--- src/rtl/spi_sclk_pkg.sv ---
package spi_sclk_pkg;

  typedef enum logic {
    LAW_POW2 = 1'b0,
    LAW_LIN  = 1'b1
  } div_law_e;

  typedef struct packed {
    logic launch;
    logic sample;
  } edge_stb_t;

endpackage

--- src/rtl/spi_sclk_len.sv ---
module spi_sclk_len #(
  parameter int LIN_W  = 8,
  parameter int POW_W  = 4,
  parameter int HALF_W = 16
) (
  input  logic              lin_sel,
  input  logic [LIN_W-1:0]  lin_div,
  input  logic [POW_W-1:0]  pow_div,
  output logic [HALF_W-1:0] half_len
);
  import spi_sclk_pkg::*;

  localparam int POW_N = 1 << POW_W;

  logic [HALF_W-1:0] lin_len;
  logic [HALF_W-1:0] pow_len;
  div_law_e          law;

  assign law     = div_law_e'(lin_sel);
  assign lin_len = HALF_W'(lin_div) + HALF_W'(1);

  // One-hot decode of the exponent gives 2**pow_div without a shifter.
  for (genvar gi = 0; gi < POW_N; gi++) begin : g_pow
    assign pow_len[gi] = (pow_div == POW_W'(gi));
  end
  if (HALF_W > POW_N) begin : g_pow_pad
    assign pow_len[HALF_W-1:POW_N] = '0;
  end

  always_comb begin
    if (law == LAW_LIN) half_len = lin_len;
    else                half_len = pow_len;
  end

  always_comb begin
    AST_POW_ONEHOT: assert ($onehot0(pow_len));
  end

endmodule

--- src/rtl/spi_sclk_cnt.sv ---
module spi_sclk_cnt #(
  parameter int HALF_W = 16
) (
  input  logic              clk,
  input  logic              rst_n,
  input  logic              run_en,
  input  logic [HALF_W-1:0] half_len,
  output logic              boundary
);

  logic [HALF_W-1:0] cnt_q, cnt_d;
  logic [HALF_W-1:0] len_q, len_d;
  logic              len_en;

  assign boundary = run_en && (cnt_q == (len_q - HALF_W'(1)));
  // The length is captured while idle and at each half-period boundary only.
  assign len_en   = !run_en || boundary;

  always_comb begin
    cnt_d = cnt_q;
    if (!run_en)       cnt_d = '0;
    else if (boundary) cnt_d = '0;
    else               cnt_d = cnt_q + HALF_W'(1);
  end

  always_comb begin
    len_d = len_q;
    if (len_en) len_d = half_len;
  end

  always_ff @(posedge clk or negedge rst_n) begin
    if (!rst_n) begin
      cnt_q <= '0;
      len_q <= HALF_W'(1);
    end else begin
      cnt_q <= cnt_d;
      len_q <= len_d;
    end
  end

  AST_CNT_BOUND: assert property (@(posedge clk) disable iff (!rst_n)
    cnt_q < len_q);

  AST_IDLE_ZERO: assert property (@(posedge clk) disable iff (!rst_n)
    !run_en |=> (cnt_q == '0));

  AST_LEN_HELD: assert property (@(posedge clk) disable iff (!rst_n)
    (cnt_q != '0) |-> $stable(len_q));

endmodule

--- src/rtl/spi_sclk_edge.sv ---
module spi_sclk_edge (
  input  logic clk,
  input  logic rst_n,
  input  logic run_en,
  input  logic cpol,
  input  logic cpha,
  input  logic boundary,
  output logic sclk,
  output logic launch_stb,
  output logic sample_stb
);
  import spi_sclk_pkg::*;

  logic      sclk_q, sclk_d;
  logic      odd_q, odd_d;
  logic      pha_q, pha_d;
  edge_stb_t stb_q, stb_d;
  logic      first_kind;

  // Odd-numbered toggles sample when the phase bit is 0, launch when it is 1.
  assign first_kind = !odd_q;

  always_comb begin
    sclk_d = sclk_q;
    odd_d  = odd_q;
    pha_d  = pha_q;
    stb_d  = '0;
    if (!run_en) begin
      sclk_d = cpol;
      odd_d  = 1'b0;
      pha_d  = cpha;
    end else if (boundary) begin
      sclk_d       = !sclk_q;
      odd_d        = !odd_q;
      stb_d.sample = first_kind ^ pha_q;
      stb_d.launch = !(first_kind ^ pha_q);
    end
  end

  always_ff @(posedge clk or negedge rst_n) begin
    if (!rst_n) begin
      sclk_q <= 1'b0;
      odd_q  <= 1'b0;
      pha_q  <= 1'b0;
      stb_q  <= '0;
    end else begin
      sclk_q <= sclk_d;
      odd_q  <= odd_d;
      pha_q  <= pha_d;
      stb_q  <= stb_d;
    end
  end

  assign sclk       = sclk_q;
  assign launch_stb = stb_q.launch;
  assign sample_stb = stb_q.sample;

  AST_IDLE_LEVEL: assert property (@(posedge clk) disable iff (!rst_n)
    !run_en |=> (sclk_q == $past(cpol)));

  AST_STB_EXCL: assert property (@(posedge clk) disable iff (!rst_n)
    !(stb_q.launch && stb_q.sample));

  AST_STB_PULSE: assert property (@(posedge clk) disable iff (!rst_n)
    (stb_q != '0) |=> (stb_q == '0) || $changed(sclk_q));

endmodule

--- src/rtl/spi_sclk_gen.sv ---
module spi_sclk_gen #(
  parameter int LIN_W = 8,
  parameter int POW_W = 4
) (
  input  logic             clk,
  input  logic             rst_n,
  input  logic             run_en,
  input  logic             lin_sel,
  input  logic [LIN_W-1:0] lin_div,
  input  logic [POW_W-1:0] pow_div,
  input  logic             cpol,
  input  logic             cpha,
  output logic             sclk,
  output logic             launch_stb,
  output logic             sample_stb
);

  localparam int POW_N  = 1 << POW_W;
  localparam int HALF_W = (LIN_W + 1 > POW_N) ? LIN_W + 1 : POW_N;

  logic [HALF_W-1:0] half_len;
  logic              boundary;

  spi_sclk_len #(
    .LIN_W (LIN_W),
    .POW_W (POW_W),
    .HALF_W(HALF_W)
  ) len_i (
    .lin_sel (lin_sel),
    .lin_div (lin_div),
    .pow_div (pow_div),
    .half_len(half_len)
  );

  spi_sclk_cnt #(
    .HALF_W(HALF_W)
  ) cnt_i (
    .clk     (clk),
    .rst_n   (rst_n),
    .run_en  (run_en),
    .half_len(half_len),
    .boundary(boundary)
  );

  spi_sclk_edge edge_i (
    .clk       (clk),
    .rst_n     (rst_n),
    .run_en    (run_en),
    .cpol      (cpol),
    .cpha      (cpha),
    .boundary  (boundary),
    .sclk      (sclk),
    .launch_stb(launch_stb),
    .sample_stb(sample_stb)
  );

  AST_NO_IDLE_STB: assert property (@(posedge clk) disable iff (!rst_n)
    !run_en |=> !(launch_stb || sample_stb));

  AST_TOGGLE_HAS_STB: assert property (@(posedge clk) disable iff (!rst_n)
    ($past(run_en) && (sclk != $past(sclk))) |-> (launch_stb || sample_stb));

endmodule

--- config.mk ---
export PLATFORM = sky130hd
export DESIGN_NAME = spi_sclk_gen
export DESIGN_NICKNAME = d
export VERILOG_FILES = /design/src/rtl/spi_sclk_pkg.sv /design/src/rtl/spi_sclk_len.sv /design/src/rtl/spi_sclk_cnt.sv /design/src/rtl/spi_sclk_edge.sv /design/src/rtl/spi_sclk_gen.sv
export SDC_FILE = /design/constraint.sdc
export NUM_CORES = 1
export LEC_CHECK = 0
export BUFFER_PORTS_ARGS = -buffer_cell sky130_fd_sc_hd__buf_4
export CAP_MARGIN = 20
export CORE_ASPECT_RATIO = 0.5
export CORE_UTILIZATION = 50
export DETAILED_ROUTE_END_ITERATION = 10
export PLACE_DENSITY = 0.73
export SLEW_MARGIN = 20
export SYNTH_ARGS = -nofsm -noshare
export SYNTH_HDL_FRONTEND = slang
export SYNTH_SLANG_ARGS = --single-unit
--- constraint.sdc ---
create_clock -name clk -period 5.7 [get_ports clk]
set_input_delay 0.57 -clock clk [delete_from_list [all_inputs] [get_ports clk]]
set_output_delay 0.57 -clock clk [all_outputs]
set_load 0.05 [all_outputs]
==> results.json <==
{
  "crit_chain": "inv_1 -> ha_1 -> nor4b_1 -> nand4_1 -> nor3_1 -> o211ai_1 -> a2111oi_4 -> nand2b_1 -> buf_4 -> mux2_1",
  "diodes": 0,
  "cts.reportedPaths.clkPinSlew_ns": 0.08,
  "cts_made_buffers": 5,
  "slew_headroom_pct": 35.95,
  "synth.top_cells.by_area": "sky130_fd_sc_hd__dfrtp_1 36%, sky130_fd_sc_hd__xor2_1 8.8%, sky130_fd_sc_hd__xnor2_1 6.4%, sky130_fd_sc_hd__mux2_4 6.1%, sky130_fd_sc_hd__nor2_1 5.8%",
  "power_leakage_nw": 1.210,
  "rsz0062_at_grt": "no",
  "postSynth.asyncResetShare_pct": 100.0,
  "io_buffer_count": 20,
  "place.detailed.hpwl_um": 3958,
  "tns_ns": 0,
  "globalRouteMet1Util_pct": 30.79,
  "largest_vdd_supply_drop_v": 0.0001245,
  "synth_cells": 255,
  "tightest_slew_ns": 0.9473,
  "cts_resized": 0,
  "first_pass_grt_wire_length_um": 8769,
  "seq_area_um2": 927.1,
  "top_usage_layer": "met2",
  "avgSynthCellArea_um2": 9.710,
  "place.gp.congestion": 0.8574,
  "initial_core_util_pct": 54.15,
  "outcome": "completed",
  "cp_top_family": "simple AND/OR/NAND/NOR gates",
  "std_cell_rows": 17,
  "fin_crit_sh_pct": 63.45,
  "dominant_cell_by_count_in_the_synthesized_netlist": "sky130_fd_sc_hd__nor2_1",
  "gr-usage-all-layers_pct": 22.34,
  "post_cts_buffers": 0,
  "finalHoldWorstSlack_ns": 0.2275,
  "ys.warnings.count": 0,
  "net_count_after_synthesis": 276,
  "synth_enable_flop_cells": 0,
  "fillCellCount": 382,
  "wl_um": 5123,
  "drt-vias-per-instance": 5.563,
  "yosysTopAreaCell": "sky130_fd_sc_hd__dfrtp_1",
  "timing.hold.worst.class": "in -> async",
  "wl_per_cell_um": 15.02,
  "synth_top_area_share_pct": 36.38,
  "placeableCoreArea_mm2": 0.004573,
  "rr_worst_depth": 10,
  "finalSetupViolations": 0,
  "tritoncts": "done",
  "critPathSlowestCell": "sky130_fd_sc_hd__nor4b_1",
  "drt-pass1-iter-count": 6,
  "maxClockFrequency_ghz": 0.2765,
  "final_net_count": 295,
  "critical_path.n_buffers_inverters": 2,
  "cts.hold.buffers_added": 0,
  "reported_max_cap_violation_count": 0,
  "post_synth_most_frequent_cells": "38 x sky130_fd_sc_hd__nor2_1, 36 x sky130_fd_sc_hd__dfrtp_1, 25 x sky130_fd_sc_hd__xor2_1, 18 x sky130_fd_sc_hd__nand2_1, 18 x sky130_fd_sc_hd__xnor2_1",
  "largest_net_degree_at_the_start_of_global_routing": 38,
  "detailedRoute.firstIterationViolations": 100,
  "critical_path.endpoint_type": "flip-flop",
  "area_of_the_multi_input_gates_mm2": 0.001439,
  "finalInstanceArea_mm2": 0.002724,
  "ys_dominant_reg_cell": "sky130_fd_sc_hd__dfrtp_1",
  "io-pin-count": 21,
  "chipHeight_um": 51.76,
  "finalWorstPathRequiredPeriod_ns": 3.617,
  "htree_num_levels": 2,
  "grt_antenna_before_repair": 0,
  "via_count": 1897,
  "worst-r2r-setup-slack_ns": 2.08,
  "use_met3_pct": 4.704,
  "yosys.cell_types.count": 50,
  "start_kind": "flip-flop",
  "critical_path_arrival_ns": 3.79,
  "critical-path-max-stage-delay_ns": 0.79,
  "grt_util_met2_pct": 36.37,
  "postRouteAntennaNets": 0,
  "biggest_fanout_along_the_worst_timing_path": 32,
  "placed_cell_area_mm2": 0.002633,
  "skew_ns": 0.01140,
  "drive_above_1_share_pct": 18.18,
  "p_per_area_mw_per_mm2": 230.0,
  "worstReg2RegEnd": "cnt_i.len_q[7]$_DFFE_PN0P_",
  "global_route.overflow_total": 0,
  "area_delta_synth_final_pct": 10.00,
  "slew_violations": 0,
  "die_w_um": 101.5,
  "r2r_start": "cnt_i.len_q[1]$_DFFE_PN0P_",
  "clk_latency_ns": 0.29,
  "syn-cell-area_mm2": 0.002476,
  "worst_ep_required_time_ns": 5.87,
  "number_of_flip_flops_and_latches_in_the_synthesized_netlist": 37,
  "clock_path_buffers": 2,
  "clock_tree.root_cell": "sky130_fd_sc_hd__clkbuf_8",
  "cts.sink_count": 37,
  "route.detailed.drc": 0,
  "first_global_vias": 1833,
  "sequential_cell_area_fraction_in_the_yosys_report_pct": 37.44,
  "dieArea_mm2": 0.005255,
  "timing.setup.critical_path_class": "reg -> reg",
  "timing_hold_violations_final": 0
}
final cells by class:
cell class | count | share of cell area [%]
clock buffer | 5 | 2.526
multi-input combinational | 202 | 52.83
sequential | 37 | 34.04
tap | 66 | 3.032
clock inverter | 3 | 0.8268
timing repair buffer | 21 | 5.788
inverter | 7 | 0.9646
per-layer routing:
metal,vias up,routed length (um)
met5,-,0
met4,0,53
met3,7,275
met2,59,2302
met1,906,2493
li1,925,-
worst max path at each step:
stage	start	endpoint	slack (ns)	cells after the start
4_1_cts	cnt_i.len_q[1]$_DFFE_PN0P_	cnt_i.len_q[7]$_DFFE_PN0P_	2.09	10
5_1_grt	cnt_i.len_q[1]$_DFFE_PN0P_	cnt_i.len_q[7]$_DFFE_PN0P_	1.75	10
3_3_place_gp	cnt_i.len_q[1]$_DFFE_PN0P_	cnt_i.len_q[10]$_DFFE_PN0P_	2.18	10
3_5_place_dp	cnt_i.len_q[1]$_DFFE_PN0P_	cnt_i.len_q[9]$_DFFE_PN0P_	2.12	10
6_report	cnt_i.len_q[1]$_DFFE_PN0P_	cnt_i.len_q[7]$_DFFE_PN0P_	2.08	10
2_1_floorplan	cnt_i.len_q[1]$_DFFE_PN0P_	cnt_i.len_q[7]$_DFFE_PN0P_	2.60	11
registers in the layout, indices dropped and copies added (netlist names):
signal / count
cnt_i.cnt_q: 16
edge_i.sclk: 1
edge_i.pha_q: 1
cnt_i.len_q: 16
edge_i.sample_stb: 1
edge_i.odd_q: 1
edge_i.launch_stb: 1
logic make-up after synthesis:
family | after synthesis | synth area share, %
compound gates | 30 | 10.06
xor+xnor | 43 | 15.21
fa+ha+maj | 3 | 1.516
buf+inv | 16 | 4.446
flops | 37 | 37.44
mux | 18 | 9.600
simple gates | 108 | 21.73
metrics by stage:
stage                     std cells  power (mW)  setup slack, ns  utilization [%]
after floorplan                 255      0.4097            2.602                -
after global placement          333      0.4426            2.178            57.57
after detailed placement        333      0.4459            2.120            57.57
after CTS                       341      0.6295            2.090            59.56
after global routing            341      0.6588            1.754            59.56
final                           341      0.6266            2.083            59.56
cell usage in the layout, fill, tap and decap left out, drive strengths merged, types with 4 or more instances in the layout:
cell / instances
nor2: 38
dfrtp: 36
xor2: 25
buf: 21
xnor2: 18
nand2: 18
mux2: 16
nand3: 13
o22ai: 8
inv: 6
nor3: 6
nand2b: 6
and3: 6
clkbuf: 5
a21oi: 4
nand4: 4
clkinv: 4
report_power, final:
part | switching (mW) | leakage, nW | internal (mW) | total [mW]
clock | 0.0971 | 0.0481 | 0.0866 | 0.184
combinational | 0.0800 | 0.664 | 0.0666 | 0.147
sequential | 0.0213 | 0.498 | 0.275 | 0.296
No activity file was read; power rests on OpenSTA's default activity.
